File: config.mk
export PLATFORM = sky130hd
export DESIGN_NAME = ram_bank_mapper
export DESIGN_NICKNAME = d
export VERILOG_FILES = /design/src/rtl/rbm_pkg.sv /design/src/rtl/rbm_cfg_port.sv /design/src/rtl/rbm_window_map.sv /design/src/rtl/ram_bank_mapper.sv
export SDC_FILE = /design/constraint.sdc
export NUM_CORES = 1
export LEC_CHECK = 0
export BUFFER_PORTS_ARGS = -buffer_cell sky130_fd_sc_hd__buf_2
export CORE_ASPECT_RATIO = 0.75
export CORE_MARGIN = 4
export CORE_UTILIZATION = 29
export CTS_CLUSTER_SIZE = 24
export DETAILED_ROUTE_END_ITERATION = 10
export PLACE_DENSITY_LB_ADDON = 0.3
export SYNTH_ARGS = -nofsm -noshare
export SYNTH_HDL_FRONTEND = slang
export SYNTH_SLANG_ARGS = --single-unit
File: constraint.sdc
create_clock -name clk -period 1.6 [get_ports clk]
set_input_delay 0 -clock clk [delete_from_list [all_inputs] [get_ports clk]]
set_output_delay 0 -clock clk [all_outputs]
set_load 0.1 [all_outputs]
File: src/rtl/rbm_pkg.sv
package rbm_pkg;
  localparam int CPU_AW  = 16;
  localparam int OFS_W   = 14;
  localparam int BLK_W   = CPU_AW - OFS_W;
  localparam int NWIN    = 1 << BLK_W;
  localparam int MODE_W  = 3;
  localparam int DBANK_W = 3;
  localparam int EXT_W   = 3;
  localparam int BANK_W  = DBANK_W + EXT_W;
  localparam int PA_W    = BANK_W + BLK_W + OFS_W;

  typedef struct packed {
    logic [MODE_W-1:0] mode;
    logic [BANK_W-1:0] bank;
  } cfg_t;

  typedef struct packed {
    logic             exp;
    logic [BLK_W-1:0] blk;
  } slot_t;

  // Which block a given window shows in a given mode
  function automatic slot_t slot_for(input logic [MODE_W-1:0] mode, input int win);
    slot_t s;
    s.exp = 1'b0;
    s.blk = BLK_W'(win);
    case (mode)
      3'd0: ;
      3'd1: if (win == 3) s.exp = 1'b1;
      3'd2: s.exp = 1'b1;
      3'd3: begin
        if (win == 1) s.blk = BLK_W'(3);
        else if (win == 3) s.exp = 1'b1;
      end
      default: if (win == 1) begin
        s.exp = 1'b1;
        s.blk = mode[BLK_W-1:0];
      end
    endcase
    return s;
  endfunction
endpackage

File: src/rtl/rbm_cfg_port.sv
module rbm_cfg_port
  import rbm_pkg::*;
(
  input  logic       clk,
  input  logic       rst_n,
  input  logic [7:0] addr_hi,
  input  logic [7:0] data,
  input  logic       iorq_n,
  input  logic       mreq_n,
  input  logic       wr_n,
  output cfg_t       cfg
);
  logic hit, qual, pend;
  cfg_t cap, incoming;

  assign hit  = (addr_hi == 8'h7F) || (addr_hi[7:2] == 6'b011110);
  assign qual = !iorq_n && !wr_n && mreq_n && hit && (data[7:6] == 2'b11);

  assign incoming.mode = data[MODE_W-1:0];
  assign incoming.bank = {~addr_hi[EXT_W-1:0], data[MODE_W +: DBANK_W]};

  always_ff @(posedge clk or negedge rst_n) begin
    if (!rst_n) begin
      pend <= 1'b0;
      cap  <= '0;
      cfg  <= '0;
    end else if (qual) begin
      pend <= 1'b1;
      cap  <= incoming;
    end else if (pend && (wr_n || iorq_n)) begin
      pend <= 1'b0;
      cfg  <= cap;
    end
  end
endmodule

File: src/rtl/rbm_window_map.sv
module rbm_window_map
  import rbm_pkg::*;
(
  input  cfg_t              cfg,
  input  logic [CPU_AW-1:0] cpu_addr,
  output logic [PA_W-1:0]   phys_addr,
  output logic              phys_exp
);
  slot_t tbl [NWIN];
  slot_t sel;

  for (genvar w = 0; w < NWIN; w++) begin : g_win
    assign tbl[w] = slot_for(cfg.mode, w);
  end

  assign sel       = tbl[cpu_addr[CPU_AW-1:OFS_W]];
  assign phys_exp  = sel.exp;
  assign phys_addr = {sel.exp ? cfg.bank : {BANK_W{1'b0}}, sel.blk, cpu_addr[OFS_W-1:0]};
endmodule

File: src/rtl/ram_bank_mapper.sv
module ram_bank_mapper
  import rbm_pkg::*;
(
  input  logic              clk,
  input  logic              rst_n,
  input  logic [CPU_AW-1:0] cpu_addr,
  input  logic [7:0]        cpu_data,
  input  logic              iorq_n,
  input  logic              mreq_n,
  input  logic              wr_n,
  output logic [PA_W-1:0]   phys_addr,
  output logic              phys_exp
);
  cfg_t cfg;

  rbm_cfg_port i_port (
    .clk     (clk),
    .rst_n   (rst_n),
    .addr_hi (cpu_addr[CPU_AW-1 -: 8]),
    .data    (cpu_data),
    .iorq_n  (iorq_n),
    .mreq_n  (mreq_n),
    .wr_n    (wr_n),
    .cfg     (cfg)
  );

  rbm_window_map i_map (
    .cfg       (cfg),
    .cpu_addr  (cpu_addr),
    .phys_addr (phys_addr),
    .phys_exp  (phys_exp)
  );
endmodule

==> summary.txt, run 1 <==
Place
  • Gpl congestion: 0.762
  • # port buffers: 35
  • Pre-CTS setup slack: 0.0140 ns
  • Placed insts: 143
  • HPWL after DPL: 1560 um

Setup path
  • Startpoint Class: primary input
  • Cells along the critical path: dlygate4sd3_1 -> buf_2 -> nand2_1 -> a2111oi_4 -> buf_6 -> mux2_2
  • Required @ worst endpoint: 1.74 ns
  • Crit Path Category: in2reg
  • Buf/Inv on CP: 3
  • CP max stage cell: dlygate4sd3_1
  • CP top delay family: buffers and inverters
  • Crit-path max cell delay: 0.53 ns
  • Crit path max fanout: 10
  • Critical path endpoint category: register
  • Arrival time worst endpoint: 1.65 ns

STA
  • Period minus WS final: 1.51 ns
  • Final setup viols: 0
  • Fin Clk Skew: 0.000724 ns
  • Tcrit/Tclk final: 0.946
  • Slew @ Worst Pin: 0.490 ns
  • Max Slew Vio Count: 0
  • Final hold violation count: 0
  • Relative slew slack: 0.675
  • Worst Setup Slack, final: 0.0871 ns
  • RSZ-0062 raised after global routing: no
  • Max Freq: 0.661 GHz

Global routing
  • Vias in the first global route: 775
  • Overall Global Routing Usage: 0.103
  • Total congestion overflow: 0
  • Initial antenna violation count: 0
  • First-pass GRT wire length: 3390 um
  • Pin count of the biggest net entering global routing: 20

Routing
  • Vias: 713
  • Post-DRT Antenna Nets: 0
  • Final WL: 2050 um
  • Initial DRC Count: 40
  • First-pass iteration count of the detailed router: 4
  • WL/cell: 13.1 um
  • Detailed-route DRC error count: 0
  • Vias per inst: 4.54

Die
  • Core ar.: 3040 sq um
  • DIE HEIGHT: 57.8 um
  • Std-Cell Rows: 17
  • Die width: 74.3 um
  • Total I/O pin count: 52
  • Initial core utilization: 0.315
  • Full die area: 4290 sq um

Status
  • Status: finished clean

Yosys
  • Syn Inst Count: 81
  • Most frequent cell after synthesis: dfrtp_1
  • Yosys warning count: 0
  • Sequential share of the synthesized area: 0.497
  • Largest cells by area after synthesis: dfrtp_1 (50%), mux2_2 (14%), buf_4 (11%)
  • Avg Cell Area, Syn: 11.8 sq um
  • Synth unique cells: 19
  • Fraction of registers with async set/reset: 1.00
  • Cell area after synthesis: 957 sq um
  • Syn_nets: 110
  • Synth Flop Type: dfrtp_1
  • Leading area contributor after synthesis: dfrtp_1
  • Post-synth EDFFs: 0
  • #FFs+latches synth: 19
  • Synth cell count leaders: dfrtp_1 (19), buf_4 (14), mux2_2 (12)
  • Yosys top cell area share: 0.497

Min path
  • Worst Hold Class: in2out

Clock tree
  • Clock slew seen by the registers of the worst setup and hold paths: 0.06 ns
  • Clk buf depth: 2
  • Max H-tree Level: 1
  • Root Buffer: clkbuf_8
  • CTS buffer count: 3
  • Worst skew pair latency: 0.25 ns
  • TritonCTS clock tree: built
  • Sinks on the clock net: 19

Power and ir drop
  • Power per Cell Area: 684 nW/um^2
  • Static Leak: 0.659 nW
  • Combinational fraction of design power: 0.173
  • VDD IR max: 0.000517 V
  • Cell internal pwr: 0.000716 W
  • Sw Ratio: 0.274
  • Flop pwr share: 0.497
  • Clock group share of total power: 0.330
  • Sw Pwr: 0.000270 W

Finish
  • Layout cells sized above 1: 0.571
  • P&R area growth vs syn: 50.7%
  • Fill cells: 284
  • Multi-input gate area: 438 sq um
  • Final cell count without fillers: 157
  • Antenna cell count: 0
  • Nets: 149
  • Register area: 475 sq um

Run
  • MaxCap Viol Count: 0
[cell families (layout without fill, tap and decap cells)]
kind of cell	count (synthesis)	after routing	share of synthesized area
buf+inv	20	58	0.133
compound gates	10	10	0.0915
mux	15	15	0.173
simple gates	17	17	0.106
flops	19	19	0.497
[worst reg2reg max path, stage by stage (launching register included)]
cell     delay, ns
dfrtp_1       0.38
o21ai_0       0.08
buf_4         0.22
mux2_2        0.35
[power groups by stage]
stage	clock network [W]	registers (W)	logic, W
2_1_floorplan	0	0.000498	0.000201
3_3_place_gp	0	0.000499	0.000149
3_5_place_dp	0	0.000499	0.000150
4_1_cts	0.000336	0.000490	0.000170
5_1_grt	0.000364	0.000491	0.000181
6_report	0.000326	0.000490	0.000170
[layer usage]
| metal | share of wire | routed length [um] | track usage | vias up |
|---|---|---|---|---|
| met4 | 0.015 | 31 | 0.0254 | 0 |
| met3 | 0.088 | 180 | 0.0468 | 10 |
| met1 | 0.43 | 889 | 0.115 | 338 |
| met5 | 0 | 0 | 0 | - |
| met2 | 0.46 | 949 | 0.179 | 23 |
| li1 | - | - | - | 342 |
[registers in the layout, summed over array words and instances, names as in the netlist]
| name | cells |
|---|---|
| i_port.cfg | 9 |
| i_port.pend | 1 |
| i_port.cap | 9 |
[final timing paths]
check	from	to	slack (ns)	cells past startpoint
setup / recovery	cpu_addr[8]	i_port.cap[8]	0.09	6
max in group asynchronous	rst_n	i_port.cap[0]	1.08	2
min in group asynchronous	rst_n	i_port.cfg[1]	0.22	2
hold reg to reg	i_port.pend	i_port.pend	0.48	1
hold / removal	cpu_addr[2]	phys_addr[2]	0.00004	0
setup reg to reg	i_port.pend	i_port.cfg[2]	0.47	3
[area by class of cell]
cell class	count	area share
flip-flops and latches	19	0.330
multi-input cells	42	0.304
repair buffers	49	0.290
well taps	38	0.0330
clock buffers	4	0.0312
inverters	5	0.0130
[per-stage QoR]
stage	util	area [sq um]	hold WS [ns]	total power (W)	TNS (ns)
after floorplan	-	1000	-0.296	0.000700	-1.67
final	0.474	1440	0.0000439	0.000986	0
after detailed placement	0.411	1250	-0.0373	0.000650	0
after CTS	0.460	1400	0.00118	0.000996	0
after global placement	0.411	1250	-0.0372	0.000648	0
after global routing	0.474	1440	0.000244	0.00104	0
[placed cells by master, fill, tap and decap left out, drive strengths merged]
cell,instances
nand2,6
buf,39
a311oi,1
a21o,1
a21oi,1
o31a,1
dfrtp,19
clkbuf,4
or4b,1
a2111oi,1
nand4,1
o211ai,1
mux2,12
o21ai,4
dlygate4sd3,10
nor3b,6
nor2b,1
nor2,2
mux2i,3
inv,5
[what timing repair did]
action / in CTS / in global routing
hold endpoints to repair: 28 / 0
hold buffers: 10 / 0
setup endpoints to repair: 7 / 13
buffers inserted: 0 / 0
gates resized for setup: 1 / 8
pin swaps: 0 / 1
Note: power is estimated with default switching activity, not from simulation.
==> inputs of run 2 (changes only) <==
- CTS_BUF_LIST: default -> sky130_fd_sc_hd__clkbuf_16
==> run 2 against run 1 <==
Against the previous run: largest cell class unchanged; clock skew increased by 0.0018 ns; sequential power about the same; highest routed layer unchanged; first-iteration DRC count increased by 13%; critical path type is now reg2out; power increased by 17%; clock power increased by 52%; global-route usage increased by 0.30 points; critical path depth decreased by 1; critical endpoint is now phys_addr[18]; final cell count increased by 1.9%; setup slack got worse by 0.013 ns; sequential share of layout area decreased by 0.92 points; routed wire length increased by 1.1%; via count increased by 1.1%.
==> summary.txt, run 2 (synthesis gave the netlist of run 1 again) <==
Status
  • Status: finished clean

Global routing
  • Met1 Use GR: 0.120 (+0.00451)
  • Pin count of the biggest net entering global routing: 20 (unchanged)
  • Overall Global Routing Usage: 0.106 (+0.00295)
  • Vias in the first global route: 778 (+0.39%)
  • First-pass GRT wire length: 3460 um (+2.0%)
  • GR Layer Usage met2: 0.181 (+0.00126)
  • Total congestion overflow: 0 (unchanged)
  • Busiest grt layer: met2
  • Met3 usage: 0.0468 (unchanged)
  • Initial antenna violation count: 0 (unchanged)

Min path
  • Hold depth: 0 (unchanged)
  • Worst Hold Class: in2out
  • Startpoint of the worst hold path: cpu_addr[2]
  • Min-Delay Endpoint: phys_addr[2]

Place
  • Placed insts: 143 (unchanged)
  • # port buffers: 35 (unchanged)
  • HPWL after DPL: 1560 um (unchanged)
  • Gpl congestion: 0.762 (unchanged)

Clock tree
  • Root Buffer: clkbuf_16
  • Clock slew seen by the registers of the worst setup and hold paths: 0.05 ns (about the same)
  • CTS buffer count: 3 (unchanged)
  • TritonCTS clock tree: built
  • Worst skew pair latency: 0.25 ns (about the same)
  • Max H-tree Level: 1 (unchanged)
  • Sinks on the clock net: 19 (unchanged)
  • Clk buf depth: 2 (unchanged)

Power and ir drop
  • Power per Cell Area: 780 nW/um^2 (+14%)
  • Cell internal pwr: 0.000872 W (+22%)
  • VDD IR max: 0.000467 V (-9.7%)
  • Combinational fraction of design power: 0.147 (-0.026)
  • Clock group share of total power: 0.429 (+0.099)
  • Static Leak: 0.695 nW (+5.4%)
  • Sw Ratio: 0.247 (-0.0268)
  • Flop pwr share: 0.424 (-0.073)
  • Sw Pwr: 0.000286 W (+5.9%)
  • Pwr Total: 0.00116 W (+17%)

Die
  • Std-Cell Rows: 17 (unchanged)
  • Core ar.: 3040 sq um (unchanged)
  • Die width: 74.3 um (unchanged)
  • Total I/O pin count: 52 (unchanged)
  • Full die area: 4290 sq um (unchanged)
  • Initial core utilization: 0.315 (unchanged)
  • DIE HEIGHT: 57.8 um (unchanged)

Setup path
  • Crit Path Category: reg2out
  • Critical path endpoint category: output pin
  • Startpoint Class: register
  • R2R Path End: i_port.cfg[7]
  • Crit-path max cell delay: 0.41 ns (-0.12 ns)
  • Worst r2r path cells: 3 (unchanged)
  • Crit path max fanout: 7 (-3)
  • Buf/Inv on CP: 2 (-1)
  • Cells along the critical path: nor2b_1 -> a311oi_2 -> buf_6 -> nor3b_2 -> buf_12
  • Arrival time worst endpoint: 1.53 ns (-0.12 ns)
  • CP top delay family: flip-flops
  • CP max stage cell: dfrtp_1
  • Required @ worst endpoint: 1.60 ns (-0.14 ns)
  • FF-to-FF Start: i_port.pend
  • Flop2flop setup slack: 0.46 ns (about the same)

Routing
  • First-pass iteration count of the detailed router: 4 (unchanged)
  • Vias: 721 (+1.1%)
  • Post-DRT Antenna Nets: 0 (unchanged)
  • WL/cell: 13.0 um (-0.82%)
  • Initial DRC Count: 45 (+13%)
  • Vias per inst: 4.51 (-0.77%)
  • Detailed-route DRC error count: 0 (unchanged)
  • Final WL: 2070 um (+1.1%)

Finish
  • Most common cell after layout, fill and taps aside: buf_2
  • Most frequent cells in the layout: buf_2 (28), dfrtp_1 (19), mux2_2 (12)
  • Registers with the most flip-flops: i_port.cap: 9 flops, i_port.cfg: 9 flops, i_port.pend: 1 flops
  • P&R area growth vs syn: 55.0%
  • Layout cells sized above 1: 0.574 (+0.00234)
  • Antenna cell count: 0 (unchanged)
  • Nets: 152 (+2.0%)
  • Final cell count without fillers: 160 (+1.9%)
  • Final core occ: 0.488 (+0.0136)

STA
  • Final setup viols: 0 (unchanged)
  • Tcrit/Tclk final: 0.954 (+0.00811)
  • Fin Clk Skew: 0.00256 ns (+0.00184 ns)
  • Setup TNS: 0 ns (unchanged)
  • Max Slew Vio Count: 0 (unchanged)
  • Relative slew slack: 0.675 (about the same)
  • Worst hold margin: 0.0000439 ns (unchanged)
  • Period minus WS final: 1.53 ns (+0.0130 ns)
  • Max Freq: 0.655 GHz (-0.85%)
  • Slew @ Worst Pin: 0.491 ns (+0.000355 ns)
  • Final hold violation count: 0 (unchanged)
  • RSZ-0062 raised after global routing: no

Run
  • MaxCap Viol Count: 0 (unchanged)
run 2: changes by cell type in the layout (fill, tap and decap cells not counted), moves of 2 or more:
cell,previous run,this run
buf_4,2,5
clkbuf_16,0,3
clkbuf_8,3,0
nor3b_2,1,3
nor3b_4,5,3
run 2: worst max path at each step:
stage                        startpoint             to  slack (ns)  depth (start not counted)
after floorplan           i_port.cfg[6]  phys_addr[17]       -0.33                          3
after global placement     cpu_addr[15]  i_port.cap[2]        0.03                          5
after detailed placement  i_port.cfg[8]  phys_addr[20]        0.01                          4
after CTS                 i_port.cfg[6]  phys_addr[20]        0.03                          5
after global routing        cpu_addr[8]  i_port.cap[8]       0.001                          6
final                     i_port.cfg[7]  phys_addr[18]        0.07                          5
run 2: through the flow:
step	instance area, sq um	setup slack (ns)
6_report	1480	0.0741
5_1_grt	1480	0.00117
4_1_cts	1430	0.0289
3_5_place_dp	1250	0.0140
3_3_place_gp	1250	0.0283
2_1_floorplan	1000	-0.333
run 2: power by group through the flow:
stage,Clock (W),Sequential (W),Combinational [W]
after CTS,0.000510,0.000491,0.000170
after floorplan,0,0.000498,0.000201
final,0.000497,0.000491,0.000170
after detailed placement,0,0.000499,0.000150
after global placement,0,0.000499,0.000149
after global routing,0.000535,0.000492,0.000181
run 2: area by class of cell:
type,instances,area (sq um)
Timing Repair Buffer,52,440
Fill cell,287,1560
Clock buffer,3,75.1
Multi-Input combinational cell,42,423
Clock inverter,1,3.75
Inverter,5,18.8
Sequential cell,19,475
Tap cell,38,47.5
run 2: metal layers:
metal	share of wire	up-vias
li1	-	348
met1	0.43	343
met2	0.47	20
met3	0.084	10
met4	0.015	0
met5	0	-
run 2: repair_timing:
| action | in CTS | in global routing |
|---|---|---|
| pin swaps | 0 | 1 |
| endpoints found under the setup margin | 7 | 12 |
| setup buffers | 0 | 3 |
| endpoints found under the hold margin | 28 | 0 |
| hold buffers | 10 | 0 |
| gates cloned | 0 | 0 |
| resized for setup | 1 | 5 |
==> inputs of run 3 (changes only) <==
- clock period: 1.6 -> 1.5 ns (I/O delays scaled with it)
==> run 3 against run 2 <==
Against the previous run: setup slack worse by 0.073 ns; clock skew decreased by 0.00098 ns; critical path depth did not move; first-iteration DRC count shrank 60%; global-route usage decreased by 0.23 points; hold slack hardly changed; final area grew 4.7%; highest routed layer unchanged; critical endpoint is now phys_addr[19]; flip-flop and latch count is the same; combinational power is 11% higher; sequential share of layout area decreased by 1.4 points; clock power rose by 4.6%; die area did not move.
==> summary.txt, run 3 (synthesis gave the netlist of run 1 again) <==
Status
  • Status: finished clean

Setup path
  • Flop2flop setup slack: 0.38 ns (-0.08 ns)
  • Startpoint Class: register
  • Crit path max fanout: 7 (unchanged)
  • Critical path endpoint category: output pin
  • Required @ worst endpoint: 1.50 ns (-0.10 ns)
  • Crit Path Category: reg2out
  • Arrival time worst endpoint: 1.50 ns (-0.03 ns)

Finish
  • Registers with the most flip-flops: i_port.cap: 9 flops, i_port.cfg: 9 flops, i_port.pend: 1 flops
  • Fill cells: 284 (-1.0%)
  • Antenna cell count: 0 (unchanged)
  • Most common cell after layout, fill and taps aside: buf_2
  • Final cell count without fillers: 162 (+1.3%)
  • Most frequent cells in the layout: buf_2 (28), dfrtp_1 (18), mux2_2 (10), dlygate4sd3_1 (10), buf_12 (8)
  • Nets: 154 (+1.3%)
  • Layout cells sized above 1: 0.597 (+0.0230)
  • P&R area growth vs syn: 62.4%

Clock tree
  • Clk buf depth: 2 (unchanged)
  • TritonCTS clock tree: built
  • Worst skew pair latency: 0.24 ns (about the same)
  • Max H-tree Level: 1 (unchanged)
  • Sinks on the clock net: 19 (unchanged)
  • Clock slew seen by the registers of the worst setup and hold paths: 0.05 ns (about the same)
  • Root Buffer: clkbuf_16
  • CTS buffer count: 3 (unchanged)

Global routing
  • Initial antenna violation count: 0 (unchanged)
  • Vias in the first global route: 752 (-3.3%)
  • First-pass GRT wire length: 3390 um (-1.8%)
  • Overall Global Routing Usage: 0.104 (-0.00227)
  • Pin count of the biggest net entering global routing: 20 (unchanged)
  • Total congestion overflow: 0 (unchanged)

Place
  • Pre-CTS setup slack: -0.0575 ns (-0.0715 ns)
  • Placed insts: 147 (+2.8%)
  • HPWL after DPL: 1650 um (+5.2%)
  • # port buffers: 35 (unchanged)
  • Gpl congestion: 0.705 (-7.5%)

STA
  • RSZ-0062 raised after global routing: yes
  • Max Freq: 0.667 GHz
  • Period minus WS final: 1.50 ns
  • Slew @ Worst Pin: 0.501 ns (+0.0101 ns)
  • Final setup viols: 0 (unchanged)
  • Worst Setup Slack, final: 0.000839 ns (-0.0732 ns)
  • Final hold violation count: 0 (unchanged)
  • Fin Clk Skew: 0.00159 ns (-0.000976 ns)
  • Relative slew slack: 0.665 (-0.00976)
  • Tcrit/Tclk final: 0.999
  • Max Slew Vio Count: 0 (unchanged)

Die
  • Full die area: 4290 sq um (unchanged)
  • Core ar.: 3040 sq um (unchanged)
  • Total I/O pin count: 52 (unchanged)
  • Std-Cell Rows: 17 (unchanged)
  • DIE HEIGHT: 57.8 um (unchanged)
  • Initial core utilization: 0.315 (unchanged)
  • Die width: 74.3 um (unchanged)

Routing
  • Vias per inst: 4.49 (-0.41%)
  • WL/cell: 12.9 um (-0.52%)
  • Post-DRT Antenna Nets: 0 (unchanged)
  • Initial DRC Count: 18 (-60%)
  • First-pass iteration count of the detailed router: 3 (-1)
  • Final WL: 2090 um (+0.72%)
  • Vias: 727 (+0.83%)
  • Detailed-route DRC error count: 0 (unchanged)

Power and ir drop
  • VDD IR max: 0.000487 V (+4.3%)
  • Power per Cell Area: 793 nW/um^2 (+1.6%)
  • Static Leak: 0.713 nW (+2.6%)

Run
  • MaxCap Viol Count: 0 (unchanged)

Min path
  • Worst Hold Class: in2out
run 3: path summary, 6_finish.rpt:
path | startpoint | end | depth (start not counted)
max reg2reg | i_port.pend | i_port.cfg[6] | 3
max | i_port.cfg[8] | phys_addr[19] | 5
min reg2reg | i_port.pend | i_port.pend | 1
max in group asynchronous | rst_n | i_port.cfg[6] | 2
min | cpu_addr[0] | phys_addr[0] | 0
min in group asynchronous | rst_n | i_port.cap[8] | 2
run 3: repair_timing:
item                                    4_1_cts  5_1_grt
pin swaps                                     2        2
endpoints found under the setup margin        7        7
hold endpoints to repair                     28        0
setup buffers                                 1        0
gates resized for setup                       6        2
hold buffers                                 10        0
run 3: layout make-up:
type	count	area, sq um	share of cell area
clock inverters	1	3.75	0.00242
repair buffers	54	464	0.299
multi-input cells	42	468	0.301
clock buffers	3	75.1	0.0483
inverters	5	18.8	0.0121
well taps	38	47.5	0.0306
flip-flops and latches	19	477	0.307
run 3: report_power, final:
part | switching, W | internal, W | total, W
registers | 0.00000349 | 0.000521 | 0.000524
logic | 0.000128 | 0.0000599 | 0.000188
clock network | 0.000167 | 0.000353 | 0.000520
run 3: worst max-delay path, cell delays in order (launching register included):
cell	delay (ns)
dfrtp_1	0.39
buf_6	0.13
a311oi_4	0.29
buf_12	0.19
nor3b_4	0.06
buf_12	0.19
run 3: metal layers:
metal / GRT usage / wire [um] / share of wire
met1: 0.124 / 878 / 0.42
met2: 0.173 / 1030 / 0.49
met3: 0.0347 / 148 / 0.071
met4: 0.0381 / 29 / 0.014
met5: 0 / 0 / 0
run 3: per-stage QoR:
step | hold WS, ns | util | instance area [sq um] | total power [W] | setup TNS (ns)
2_1_floorplan | -0.296 | - | 1060 | 0.000749 | -1.01
3_3_place_gp | -0.0488 | 0.439 | 1340 | 0.000698 | -0.0875
3_5_place_dp | -0.0439 | 0.439 | 1340 | 0.000701 | -0.257
4_1_cts | 0.000681 | 0.508 | 1550 | 0.00125 | -0.0599
5_1_grt | 0.000148 | 0.511 | 1550 | 0.00129 | -0.241
6_report | 0.0000439 | 0.511 | 1550 | 0.00123 | 0
